[config.mk]
export PLATFORM = sky130hd
export DESIGN_NAME = uart_fc_top
export DESIGN_NICKNAME = d
export VERILOG_FILES = /design/src/rtl/uart_fc_pkg.sv /design/src/rtl/uart_fc_baud.sv /design/src/rtl/uart_fc_tx.sv /design/src/rtl/uart_fc_rx.sv /design/src/rtl/uart_fc_rxq.sv /design/src/rtl/uart_fc_top.sv
export SDC_FILE = /design/constraint.sdc
export NUM_CORES = 1
export LEC_CHECK = 0
export ABC_CLOCK_PERIOD_IN_PS = 7400
export BUFFER_PORTS_ARGS = -buffer_cell sky130_fd_sc_hd__buf_2
export CAP_MARGIN = 5
export CORE_MARGIN = 2
export CORE_UTILIZATION = 30
export DETAILED_ROUTE_END_ITERATION = 16
export SLEW_MARGIN = 20
export SYNTH_ARGS = -nofsm -noshare
export SYNTH_HDL_FRONTEND = slang
export SYNTH_SLANG_ARGS = --single-unit
[constraint.sdc]
create_clock -name clk -period 7.4 [get_ports clk]
set_clock_uncertainty 0.15 [all_clocks]
set_input_delay 0.74 -clock clk [delete_from_list [all_inputs] [get_ports clk]]
set_output_delay 0.74 -clock clk [all_outputs]
set_load 0.01 [all_outputs]
[src/rtl/uart_fc_pkg.sv]
// Shared constants and types of the serial transceiver.
// Assumes 8-bit characters and a 16x oversampling tick.
package uart_fc_pkg;
    localparam int DATA_W = 8;
    localparam int OVS    = 16;
    localparam int DIV_W  = 16;

    // configuration register bit positions
    localparam int CFG_EN     = 0;
    localparam int CFG_PAR    = 1;
    localparam int CFG_ODD    = 2;
    localparam int CFG_RTS    = 3;
    localparam int CFG_CTS    = 4;
    localparam int CFG_DIV_LO = 16;

    typedef struct packed {
        logic              ferr;
        logic              perr;
        logic [DATA_W-1:0] data;
    } rx_char_t;
endpackage

[src/rtl/uart_fc_baud.sv]
// Oversampling tick generator: one-cycle tick every div cycles.
// Assumes div of 0 or 1 means a tick on every cycle; held idle while run is low.
module uart_fc_baud #(
    parameter int DW = 16
) (
    input  logic          clk,
    input  logic          rst_n,
    input  logic          run,
    input  logic [DW-1:0] div,
    output logic          tick
);
    logic [DW-1:0] cnt;

    // count cycles and emit a tick when the divider period ends
    always_ff @(posedge clk) begin
        if (!rst_n || !run) begin
            cnt  <= '0;
            tick <= 1'b0;
        end else if (div == '0 || cnt >= div - DW'(1)) begin
            cnt  <= '0;
            tick <= 1'b1;
        end else begin
            cnt  <= cnt + DW'(1);
            tick <= 1'b0;
        end
    end
endmodule

[src/rtl/uart_fc_tx.sv]
// Transmitter: one-byte holding register plus a frame shifter.
// The clear-to-send condition is tested only in idle, so a frame that has
// started always completes. Assumes tick is a 16x oversampling strobe.
module uart_fc_tx
    import uart_fc_pkg::*;
(
    input  logic              clk,
    input  logic              rst_n,
    input  logic              en,
    input  logic              tick,
    input  logic              par_en,
    input  logic              par_odd,
    input  logic              cts_fc,
    input  logic              cts_ok,
    input  logic              load,
    input  logic [DATA_W-1:0] load_data,
    output logic              txd,
    output logic              busy,
    output logic              active,
    output logic              done_pulse
);
    typedef enum logic [2:0] {T_IDLE, T_START, T_DATA, T_PAR, T_STOP} tx_st_t;
    localparam int TW = $clog2(OVS);
    localparam int BW = $clog2(DATA_W);

    tx_st_t            st;
    logic [TW-1:0]     tcnt;
    logic [BW-1:0]     bidx;
    logic [DATA_W-1:0] sh;
    logic [DATA_W-1:0] hold;
    logic              hold_full;
    logic              par;
    logic              last_tick;

    assign last_tick = tick && (tcnt == TW'(OVS - 1));
    assign active    = (st != T_IDLE);
    assign busy      = hold_full || active;

    // holding register, frame sequencing and line drive
    always_ff @(posedge clk) begin
        if (!rst_n || !en) begin
            st         <= T_IDLE;
            tcnt       <= '0;
            bidx       <= '0;
            sh         <= '0;
            hold       <= '0;
            hold_full  <= 1'b0;
            par        <= 1'b0;
            txd        <= 1'b1;
            done_pulse <= 1'b0;
        end else begin
            done_pulse <= 1'b0;
            if (load && !hold_full) begin
                hold_full <= 1'b1;
                hold      <= load_data;
            end
            if (st != T_IDLE && tick)
                tcnt <= last_tick ? '0 : tcnt + TW'(1);
            case (st)
                T_IDLE: begin
                    txd <= 1'b1;
                    if (hold_full && (!cts_fc || cts_ok)) begin
                        sh        <= hold;
                        par       <= (^hold) ^ par_odd;
                        hold_full <= 1'b0;
                        txd       <= 1'b0;
                        tcnt      <= '0;
                        st        <= T_START;
                    end
                end
                T_START: if (last_tick) begin
                    txd  <= sh[0];
                    bidx <= '0;
                    st   <= T_DATA;
                end
                T_DATA: if (last_tick) begin
                    if (bidx == BW'(DATA_W - 1)) begin
                        st  <= par_en ? T_PAR : T_STOP;
                        txd <= par_en ? par : 1'b1;
                    end else begin
                        sh   <= sh >> 1;
                        txd  <= sh[1];
                        bidx <= bidx + BW'(1);
                    end
                end
                T_PAR: if (last_tick) begin
                    txd <= 1'b1;
                    st  <= T_STOP;
                end
                T_STOP: if (last_tick) begin
                    st         <= T_IDLE;
                    done_pulse <= !hold_full;
                end
                default: st <= T_IDLE;
            endcase
        end
    end
endmodule

[src/rtl/uart_fc_rx.sv]
// Receiver: finds a start edge, confirms it at mid-bit and then samples every
// bit at its centre. Delivers one character per frame with parity and stop
// flags. After a 0 stop bit it waits for the line to go high before re-arming.
// Assumes rxd_s is already synchronized to clk.
module uart_fc_rx
    import uart_fc_pkg::*;
(
    input  logic              clk,
    input  logic              rst_n,
    input  logic              en,
    input  logic              tick,
    input  logic              par_en,
    input  logic              par_odd,
    input  logic              rxd_s,
    output logic              push,
    output logic [DATA_W-1:0] push_data,
    output logic              push_perr,
    output logic              push_ferr
);
    typedef enum logic [2:0] {R_IDLE, R_START, R_DATA, R_PAR, R_STOP, R_HOLD} rx_st_t;
    localparam int TW = $clog2(OVS);
    localparam int BW = $clog2(DATA_W);

    rx_st_t            st;
    logic [TW-1:0]     tcnt;
    logic [BW-1:0]     bidx;
    logic [DATA_W-1:0] sh;
    logic              par_bit;
    logic              mid_start;
    logic              mid_bit;

    assign mid_start = tick && (tcnt == TW'(OVS / 2 - 1));
    assign mid_bit   = tick && (tcnt == TW'(OVS - 1));

    // frame detection, centre sampling and character delivery
    always_ff @(posedge clk) begin
        if (!rst_n || !en) begin
            st        <= R_IDLE;
            tcnt      <= '0;
            bidx      <= '0;
            sh        <= '0;
            par_bit   <= 1'b0;
            push      <= 1'b0;
            push_data <= '0;
            push_perr <= 1'b0;
            push_ferr <= 1'b0;
        end else begin
            push <= 1'b0;
            case (st)
                R_IDLE: if (!rxd_s) begin
                    tcnt <= '0;
                    st   <= R_START;
                end
                R_START: if (mid_start) begin
                    tcnt <= '0;
                    bidx <= '0;
                    st   <= rxd_s ? R_IDLE : R_DATA;
                end else if (tick) begin
                    tcnt <= tcnt + TW'(1);
                end
                R_DATA: if (mid_bit) begin
                    tcnt <= '0;
                    sh   <= {rxd_s, sh[DATA_W-1:1]};
                    if (bidx == BW'(DATA_W - 1))
                        st <= par_en ? R_PAR : R_STOP;
                    else
                        bidx <= bidx + BW'(1);
                end else if (tick) begin
                    tcnt <= tcnt + TW'(1);
                end
                R_PAR: if (mid_bit) begin
                    tcnt    <= '0;
                    par_bit <= rxd_s;
                    st      <= R_STOP;
                end else if (tick) begin
                    tcnt <= tcnt + TW'(1);
                end
                R_STOP: if (mid_bit) begin
                    tcnt      <= '0;
                    push      <= 1'b1;
                    push_data <= sh;
                    push_perr <= par_en && (par_bit != ((^sh) ^ par_odd));
                    push_ferr <= !rxd_s;
                    st        <= rxd_s ? R_IDLE : R_HOLD;
                end else if (tick) begin
                    tcnt <= tcnt + TW'(1);
                end
                R_HOLD: if (rxd_s) st <= R_IDLE;
                default: st <= R_IDLE;
            endcase
        end
    end
endmodule

[src/rtl/uart_fc_rxq.sv]
// Small first-in first-out buffer for received characters.
// A push into a full buffer is dropped unless a pop frees a slot that cycle.
// flush empties it synchronously. dout is the oldest entry (combinational).
module uart_fc_rxq #(
    parameter int DEPTH = 2,
    parameter int W     = 10
) (
    input  logic         clk,
    input  logic         rst_n,
    input  logic         flush,
    input  logic         push,
    input  logic [W-1:0] din,
    input  logic         pop,
    output logic [W-1:0] dout,
    output logic         empty,
    output logic         full
);
    localparam int PW = (DEPTH > 1) ? $clog2(DEPTH) : 1;
    localparam int LW = $clog2(DEPTH + 1);

    logic [W-1:0]  mem [DEPTH];
    logic [PW-1:0] wp, rp;
    logic [LW-1:0] lvl;
    logic          do_push, do_pop;

    function automatic logic [PW-1:0] nxt(input logic [PW-1:0] p);
        return (p == PW'(DEPTH - 1)) ? '0 : p + PW'(1);
    endfunction

    assign empty   = (lvl == '0);
    assign full    = (lvl == LW'(DEPTH));
    assign do_pop  = pop && !empty;
    assign do_push = push && (!full || do_pop);
    assign dout    = mem[rp];

    // storage write
    always_ff @(posedge clk) begin
        if (do_push) mem[wp] <= din;
    end

    // pointer and level bookkeeping
    always_ff @(posedge clk) begin
        if (!rst_n || flush) begin
            wp  <= '0;
            rp  <= '0;
            lvl <= '0;
        end else begin
            if (do_push) wp <= nxt(wp);
            if (do_pop)  rp <= nxt(rp);
            case ({do_push, do_pop})
                2'b10:   lvl <= lvl + LW'(1);
                2'b01:   lvl <= lvl - LW'(1);
                default: lvl <= lvl;
            endcase
        end
    end
endmodule

[src/rtl/uart_fc_top.sv]
// Serial transceiver top: register decode, input synchronizers, flow-control
// lines and interrupts around the tick generator, transmitter, receiver and
// receive buffer. Assumes a single-cycle read/write strobe per access.
module uart_fc_top
    import uart_fc_pkg::*;
#(
    parameter int RXQ_DEPTH = 2
) (
    input  logic        clk,
    input  logic        rst_n,
    input  logic        bus_we,
    input  logic        bus_re,
    input  logic        bus_addr,
    input  logic [31:0] bus_wdata,
    output logic [31:0] bus_rdata,
    input  logic        uart_rxd,
    output logic        uart_txd,
    input  logic        cts_n,
    output logic        rts_n,
    output logic        irq_rx,
    output logic        irq_tx
);
    localparam int CW = $bits(rx_char_t);

    logic             ctrl_en, par_en, par_odd, rts_fc, cts_fc;
    logic [DIV_W-1:0] ctrl_div;
    logic             cts_s1, cts_s2, rxd_s1, rxd_s2, cts_ok;
    logic             tick, tx_busy, tx_active;
    logic             rx_push, rx_perr, rx_ferr, rx_full, rx_empty, rx_pop;
    logic [DATA_W-1:0] rx_data;
    rx_char_t         rx_in, rx_head;
    logic             unused_wbits;

    assign unused_wbits = ^bus_wdata[CFG_DIV_LO-1:CFG_CTS+1];

    // configuration register write
    always_ff @(posedge clk) begin
        if (!rst_n) begin
            {ctrl_en, par_en, par_odd, rts_fc, cts_fc} <= '0;
            ctrl_div <= '0;
        end else if (bus_we && !bus_addr) begin
            ctrl_en  <= bus_wdata[CFG_EN];
            par_en   <= bus_wdata[CFG_PAR];
            par_odd  <= bus_wdata[CFG_ODD];
            rts_fc   <= bus_wdata[CFG_RTS];
            cts_fc   <= bus_wdata[CFG_CTS];
            ctrl_div <= bus_wdata[CFG_DIV_LO +: DIV_W];
        end
    end

    // two-stage synchronizers for the asynchronous inputs
    always_ff @(posedge clk) begin
        if (!rst_n) begin
            {cts_s1, cts_s2, rxd_s1, rxd_s2} <= 4'b1111;
        end else begin
            cts_s1 <= cts_n;
            cts_s2 <= cts_s1;
            rxd_s1 <= uart_rxd;
            rxd_s2 <= rxd_s1;
        end
    end
    assign cts_ok = !cts_s2;

    uart_fc_baud #(.DW(DIV_W)) i_baud (
        .clk(clk), .rst_n(rst_n), .run(ctrl_en), .div(ctrl_div), .tick(tick)
    );

    uart_fc_tx i_tx (
        .clk(clk), .rst_n(rst_n), .en(ctrl_en), .tick(tick),
        .par_en(par_en), .par_odd(par_odd), .cts_fc(cts_fc), .cts_ok(cts_ok),
        .load(bus_we && bus_addr), .load_data(bus_wdata[DATA_W-1:0]),
        .txd(uart_txd), .busy(tx_busy), .active(tx_active), .done_pulse(irq_tx)
    );

    uart_fc_rx i_rx (
        .clk(clk), .rst_n(rst_n), .en(ctrl_en), .tick(tick),
        .par_en(par_en), .par_odd(par_odd), .rxd_s(rxd_s2),
        .push(rx_push), .push_data(rx_data), .push_perr(rx_perr), .push_ferr(rx_ferr)
    );

    assign rx_in  = '{ferr: rx_ferr, perr: rx_perr, data: rx_data};
    assign rx_pop = bus_re && bus_addr;

    uart_fc_rxq #(.DEPTH(RXQ_DEPTH), .W(CW)) i_rxq (
        .clk(clk), .rst_n(rst_n), .flush(!ctrl_en),
        .push(rx_push), .din(rx_in), .pop(rx_pop),
        .dout(rx_head), .empty(rx_empty), .full(rx_full)
    );

    assign rts_n = rts_fc && rx_full;

    // receive interrupt: set on each arrival, cleared by a data read or disable
    always_ff @(posedge clk) begin
        if (!rst_n || !ctrl_en) irq_rx <= 1'b0;
        else if (rx_push)       irq_rx <= 1'b1;
        else if (rx_pop)        irq_rx <= 1'b0;
    end

    // read data multiplexer
    always_comb begin
        if (!bus_addr)
            bus_rdata = {ctrl_div, 6'b0, tx_busy, cts_ok, 3'b0,
                         cts_fc, rts_fc, par_odd, par_en, ctrl_en};
        else if (rx_empty)
            bus_rdata = '0;
        else
            bus_rdata = {1'b1, 21'b0, rx_head.ferr, rx_head.perr, rx_head.data};
    end
endmodule

# --- Word level (Yosys, flattened, before mapping) ---
# Memory sizes are Yosys's and may differ from the RTL's. A register that Yosys moved wholly into a read port is not among the register bits.
# Cells that the tools add are included.
word_totals:
  reg_bits: 107
  latch_bits: 0
  mem_bits_rw: 20
  mem_bits_ro: 0
  in_bits: 39
  out_inout_bits: 36
  word_cells: 201
  memories: 1
classes:
  add_sub_neg: 10
  n_mul: 0
  div_mod_pow: 0
  order_cmp: 1
  eq_ne: 33
  n_shift: 0
  muxes: 61
  n_bitwise: 5
  reduce_logical: 56
memory_table:
  columns: ["name", "depth", "word_bits", "rd", "rd_ports_with_merged_regs", "wr", "line", "source"]
  rows:
  - ["i_rxq.mem", 2, 10, 1, 1, 1, "uart_fc_rxq.sv:21", "logic [W-1:0] mem [DEPTH];"]
op_table:
  columns: ["op", "n"]
  rows:
  - ["32-bit 2-to-1 mux", 2]
  - ["3-bit 2-to-1 mux", 20]
  - ["4-bit 2-to-1 mux", 8]
  - ["8-bit 2-to-1 mux", 3]
  - ["2-bit by 1-bit != test with 1-bit output (second input constant)", 11]
  - ["1-bit 2-to-1 mux", 19]
  - ["3-bit one-hot mux with 6 select lines", 1]
  - ["16-bit by 1-bit adder with 16-bit output (second input constant)", 1]
  - ["16-bit greater-or-equal comparator", 1]
  - ["16-bit zero test", 1]
  - ["8-bit one-hot mux with 2 select lines", 1]
  - ["4-bit AND reduction", 4]
  - ["8-bit XOR reduction", 2]
  - ["16-bit by 1-bit subtractor with 16-bit output (second input constant)", 1]
  - ["3-bit equality test (second input constant)", 5]
  - ["3-bit one-hot mux with 5 select lines", 1]
  - ["1-bit logical AND", 13]
  - ["3-bit by 2-bit equality test with 1-bit output (second input constant)", 4]
  - ["3-bit one-hot mux with 2 select lines", 2]
  - ["4-bit one-hot mux with 3 select lines", 1]
  - ["2-bit AND reduction", 5]
  - ["2-bit nonzero test", 5]
  - ["1-bit zero test", 9]
  - ["4-bit by 1-bit adder with 4-bit output (second input constant)", 2]
  - ["25 further kinds", 44]

# --- Logic depth before layout (Yosys ltp) ---
logic_depth:
  depth_word: 7
  depth_mapped: 13
  ltp_nobuf: 12

# --- Hierarchy ---
# Synthesis repeated with hierarchy kept, for this count alone.
hier_totals:
  cells_unflattened: 694
  area_unflattened_um2: 6701.4
modules_own_cells:
  columns: ["mod", "instances", "cells_per_inst", "area_per_inst_um2", "seq_area_each_um2"]
  rows:
  - ["uart_fc_tx", 1, 169, 1584.0, 600.6]
  - ["uart_fc_rx", 1, 157, 1527.7, 600.6]
  - ["uart_fc_baud", 1, 160, 1332.5, 340.3]
  - ["uart_fc_top", 1, 149, 1302.5, 520.5]
  - ["uart_fc_rxq", 1, 59, 954.7, 700.7]

# --- Least setup slack after synthesis ---
# OpenSTA, ideal clock, no wires.
synth_path:
  path_type: "register to register"
  from: "register ctrl_div[0]"
  to: "register i_baud.cnt[12]"
  setup_ps: 64
  arrival_time_ps: 2746
  required_time_ps: 7186
  path_slack_ps: 4440
  path_stages_with_launch: 14
  n_path_buf: 1
  period_less_slack_ps: 2960
  cell_sequence: "dfxtp_1 > inv_1 > ha_1 > nor3b_1 > and4b_1 > nand2_1 > xor2_1 > ha_1 > a21o_1 > a211o_1 > a21oi_1 > nand3_1 > buf_2 > nor2_1"
synth_via:
  elab_chain_len: 4
  elab_cells_between_ends: 5
  cone_classes: "add/sub: 1; order compare: 1; reduce/logical: 3"
synth_lines:
  columns: ["item", "line", "source"]
  rows:
  - ["start: declaration", "uart_fc_top.sv:26", "logic [DIV_W-1:0] ctrl_div;"]
  - ["start signal: assignment", "uart_fc_top.sv:47", "ctrl_div <= bus_wdata[CFG_DIV_LO +: DIV_W];"]
  - ["16-bit by 1-bit subtractor with 16-bit output", "uart_fc_baud.sv:19", "end else if (div == '0 || cnt >= div - DW'(1)) begin"]
  - ["16-bit greater-or-equal comparator", "uart_fc_baud.sv:19", null]
  - ["1-bit logical OR *", "uart_fc_baud.sv:19", null]
  - ["2-bit OR reduction (no source line) *", null, null]
  - ["end signal: assignment", "uart_fc_baud.sv:23", "cnt <= cnt + DW'(1);"]
  - ["end: declaration", "uart_fc_baud.sv:12", "logic [DW-1:0] cnt;"]
# Mark *: on every way between the ends. The rest lies on a longest branch, timed or not.
# A chain may end at the register's enable or synchronous reset.

# --- Worst setup path after layout ---
layout_path:
  from: "register ctrl_div[0]"
  to: "register i_baud.cnt[10]"
# Same word-level chain as after synthesis.

==> summary.txt <==
Floorplanning
  – Initial Util: 0.305
  – Num ports: 75
  – Core ar.: 0.0209 mm^2
  – Die area: 0.0224 mm^2
  – Row Count: 53
  – Chip Height: 150 um
  – Die X: 150 um

Critical path
  – Crit path max-delay cell type: nor3b_1
  – Worst path cell trace: inv_1, ha_1, nor3b_1, and4b_1, nand2_1, xor2_1, ha_1, a21o_1, a211o_1, a21oi_1, nand3_1, nor2_1
  – Worst Setup End Kind: flop
  – Required @ worst endpoint: 7.59 ns
  – Critical path depth in cells: 12
  – Delay of the slowest cell on the worst path: 0.51 ns
  – CP Data Arrival Time: 3.77 ns
  – Family with the most delay on the worst path: simple AND/OR/NAND/NOR gates
  – Buffers & Inverters on Critical Path: 1
  – Worst-case reg-to-reg path depth: 12
  – Setup CP Type: reg2reg
  – R2R setup slack: 3.82 ns
  – Worst setup path end: i_baud.cnt[10]$_SDFF_PP0_
  – Launching point of the worst reg2reg path: ctrl_div[0]$_SDFFE_PN0P_
  – Most used cell along the critical path: ha_1
  – CP startpoint: ctrl_div[0]$_SDFFE_PN0P_
  – Critical R2R Capture: i_baud.cnt[10]$_SDFF_PP0_
  – Max FO, Critical Path: 16
  – Critical path startpoint category: flop

Detailed routing
  – First-pass DRT Iterations: 6
  – Routed WL per cell: 13.6 um
  – Routed vias: 5,001
  – Via density per instance: 4.79
  – DRC viols: 0
  – Post-route antenna net violation count: 0
  – DRT Wirelength: 14,300 um
  – Initial DRC count: 187

CTS
  – Hold_buf cts: 0
  – Cts bufs inserted: 17
  – CTS tree: done
  – Setup bufs post-CTS: 0
  – CTS sink cnt: 128
  – Max clock buf depth: 2
  – Worst-Skew Late Latency: 0.42 ns
  – H-tree Lvls: 4
  – Root Buffer: clkbuf_16
  – Worst-path clk slew: 0.06 ns
  – Post-cts resize count: 0

Yosys
  – Synth warnings: 0
  – Most common flop cell mapped by yosys: dfxtp_1
  – Avg Cell Area, Syn: 8.96 um^2
  – Ys async rst share: 0
  – #FFs+latches synth: 128
  – Synth Cell Area: 0.00636 mm^2
  – Gate Count Post-Synth: 710
  – Post-synth EDFFs: 20
  – Number of distinct library cells after synthesis: 61
  – Register area share after synthesis: 0.434

STA
  – Slew Viols, Final: 0
  – Slew HR: 0.333
  – Setup_tns: 0 ns
  – Part of the cycle the worst path needs: 0.483
  – Tmin final: 3.58 ns
  – RSZ-0062 raised after global routing: false
  – Tightest hold margin: 0.256 ns
  – Endpoints failing hold: 0
  – Slew of the pin with the lowest slew margin: 1.00 ns
  – Fmax achieved: 280 MHz
  – Setup violators final: 0

Status
  – Status: completed

Place
  – Dpl hpwl: 10,000 um
  – Gpl congestion: 0.811
  – IO buf count: 60

Finish
  – # fillers: 2,151
  – Fraction of layout instances using a drive strength above 1: 0.136
  – ANT cells: 0
  – # nets final: 820
  – Reg area: 0.00276 mm^2
  – Area of the multi-input gates: 0.00337 mm^2
  – Syn-to-layout area delta: 17.4%

Flow run
  – Max-cap violations: 0

GRT
  – Total GRT Usage: 0.135
  – Antenna violations before repair: 0
  – First-pass GRT wire length: 23,600 um
  – Vias in the first global route: 4,677
  – Grt ovf: 0
  – Largest net degree at the start of global routing: 62

Pwr
  – Leak pwr: 0.00282 uW
  – Peak VDD IR: 0.147 mV
  – Pwr Density: 223 mW/mm^2

Min path
  – Hold WC Path Type: reg2reg
[report_power, final]
| group | internal [uW] | switching, uW | leakage [uW] |
|---|---|---|---|
| Clock | 545 | 295 | 0.000294 |
| Sequential | 712 | 10.5 | 0.00111 |
| Combinational | 45.2 | 59.5 | 0.00142 |
[synthesized netlist by cell type, types with 4 or more instances]
master / number / area (um^2)
xor2_1: 17 / 149
clkbuf_1: 27 / 101
edfxtp_1: 20 / 601
a31oi_1: 5 / 31.3
buf_2: 6 / 30.0
a21oi_1: 38 / 190
o22ai_1: 8 / 50.1
nor4_1: 4 / 25.0
nand3_1: 15 / 75.1
nor2b_1: 18 / 113
ha_1: 24 / 300
nor2_1: 93 / 349
a22oi_1: 4 / 30.0
mux2i_1: 45 / 450
nand4_1: 7 / 43.8
nor3b_1: 4 / 30.0
nand2b_1: 9 / 56.3
inv_1: 18 / 67.6
buf_4: 6 / 45.0
or3_1: 8 / 50.1
xnor2_1: 26 / 228
a311oi_1: 7 / 61.3
a21boi_0: 22 / 165
nand2_1: 90 / 338
dfxtp_1: 108 / 2160
o21ai_0: 19 / 95.1
nor3_1: 11 / 55.1
[sequential cells by signal (all words and copies together), names as in the netlist, 2 cells and up, named ones only]
signal          count
i_rx.st             3
i_tx.bidx           3
i_rxq.mem          20
i_tx.hold           8
i_baud.cnt         16
i_tx.st             3
i_tx.sh             8
i_tx.tcnt           4
i_rx.sh             8
ctrl_div           16
i_rxq.lvl           2
i_rx.push_data      8
i_rx.bidx           3
i_rx.tcnt           4
[routing by layer]
metal  GRT usage  vias up  part of all wire
met5           0        -                 0
met2       0.211       76              0.46
met1       0.181     2338              0.49
li1            -     2565                 -
met3      0.0320       22             0.029
met4      0.0490        0             0.018
[cell type report]
class,count,share of cell area
Clock buffer,22,0.0621
Clock inverter,10,0.0181
Inverter,18,0.00905
Multi-Input combinational cell,528,0.451
Sequential cell,128,0.370
Tap cell,275,0.0461
Timing Repair Buffer,64,0.0442
[through the flow]
step                      setup slack [ns]  utilization  total power, uW  area, um^2  instances
after floorplan                       4.44            -              812        6380        715
after global placement                3.89        0.329              841        6870       1013
after detailed placement              3.79        0.329              843        6870       1013
after CTS                             3.78        0.358             1690        7470       1045
after global routing                  3.39        0.358             1740        7470       1045
final                                 3.82        0.358             1670        7470       1045
[cells by family after synthesis]
group	count (synthesis)	synth area share
xor gates and xnor gates	45	0.0663
AOI/OAI and AO/OA	124	0.125
buffers and inverters	59	0.0399
other	1	0.000590
DFF	128	0.434
adders and majority gates	24	0.0472
and+or+nand+nor	282	0.212
muxes	47	0.0744
[cell usage in the layout, fill, tap and decap left out, types with 3 or more instances in the layout]
cell type,count
xnor2_1,26
nand3b_1,3
clkbuf_1,3
nand2b_1,9
nor3b_1,4
bufinv_16,3
nand4_1,7
a21oi_1,38
buf_2,60
inv_1,18
o21ai_0,19
a31oi_1,5
o22ai_1,8
a211oi_1,3
nand3_1,15
a311oi_1,7
or3_1,8
ha_1,24
mux2i_1,45
nor3_1,11
conb_1,6
and4_1,3
xor2_1,17
nor2b_1,18
clkbuf_16,17
nor2_1,93
a22oi_1,4
nand2_1,89
edfxtp_1,20
dfxtp_1,108
nor4_1,4
o211ai_1,3
clkinv_2,4
a21boi_0,22
buf_4,4
[worst register-to-register path, cell delays in order, from the launching register on]
cell and delay (ns):
dfxtp_1 0.33, inv_1 0.11, ha_1 0.19, nor3b_1 0.51, and4b_1 0.41, nand2_1 0.10, xor2_1 0.15, ha_1 0.29
a21o_1 0.18, a211o_1 0.29, a21oi_1 0.11, nand3_1 0.46, nor2_1 0.24
[worst min path at each step]
stage	from	endpoint	slack, ns	cells past startpoint
after global routing	cts_s1$_SDFF_PN1_	cts_s2$_SDFF_PN1_	0.28	1
after global placement	rxd_s1$_SDFF_PN1_	rxd_s2$_SDFF_PN1_	0.24	1
final	cts_s1$_SDFF_PN1_	cts_s2$_SDFF_PN1_	0.26	1
after detailed placement	cts_s1$_SDFF_PN1_	cts_s2$_SDFF_PN1_	0.24	1
after floorplan	cts_s1$_SDFF_PN1_	cts_s2$_SDFF_PN1_	0.24	1
after CTS	cts_s1$_SDFF_PN1_	cts_s2$_SDFF_PN1_	0.26	1
(Power assumes the default switching activity.)
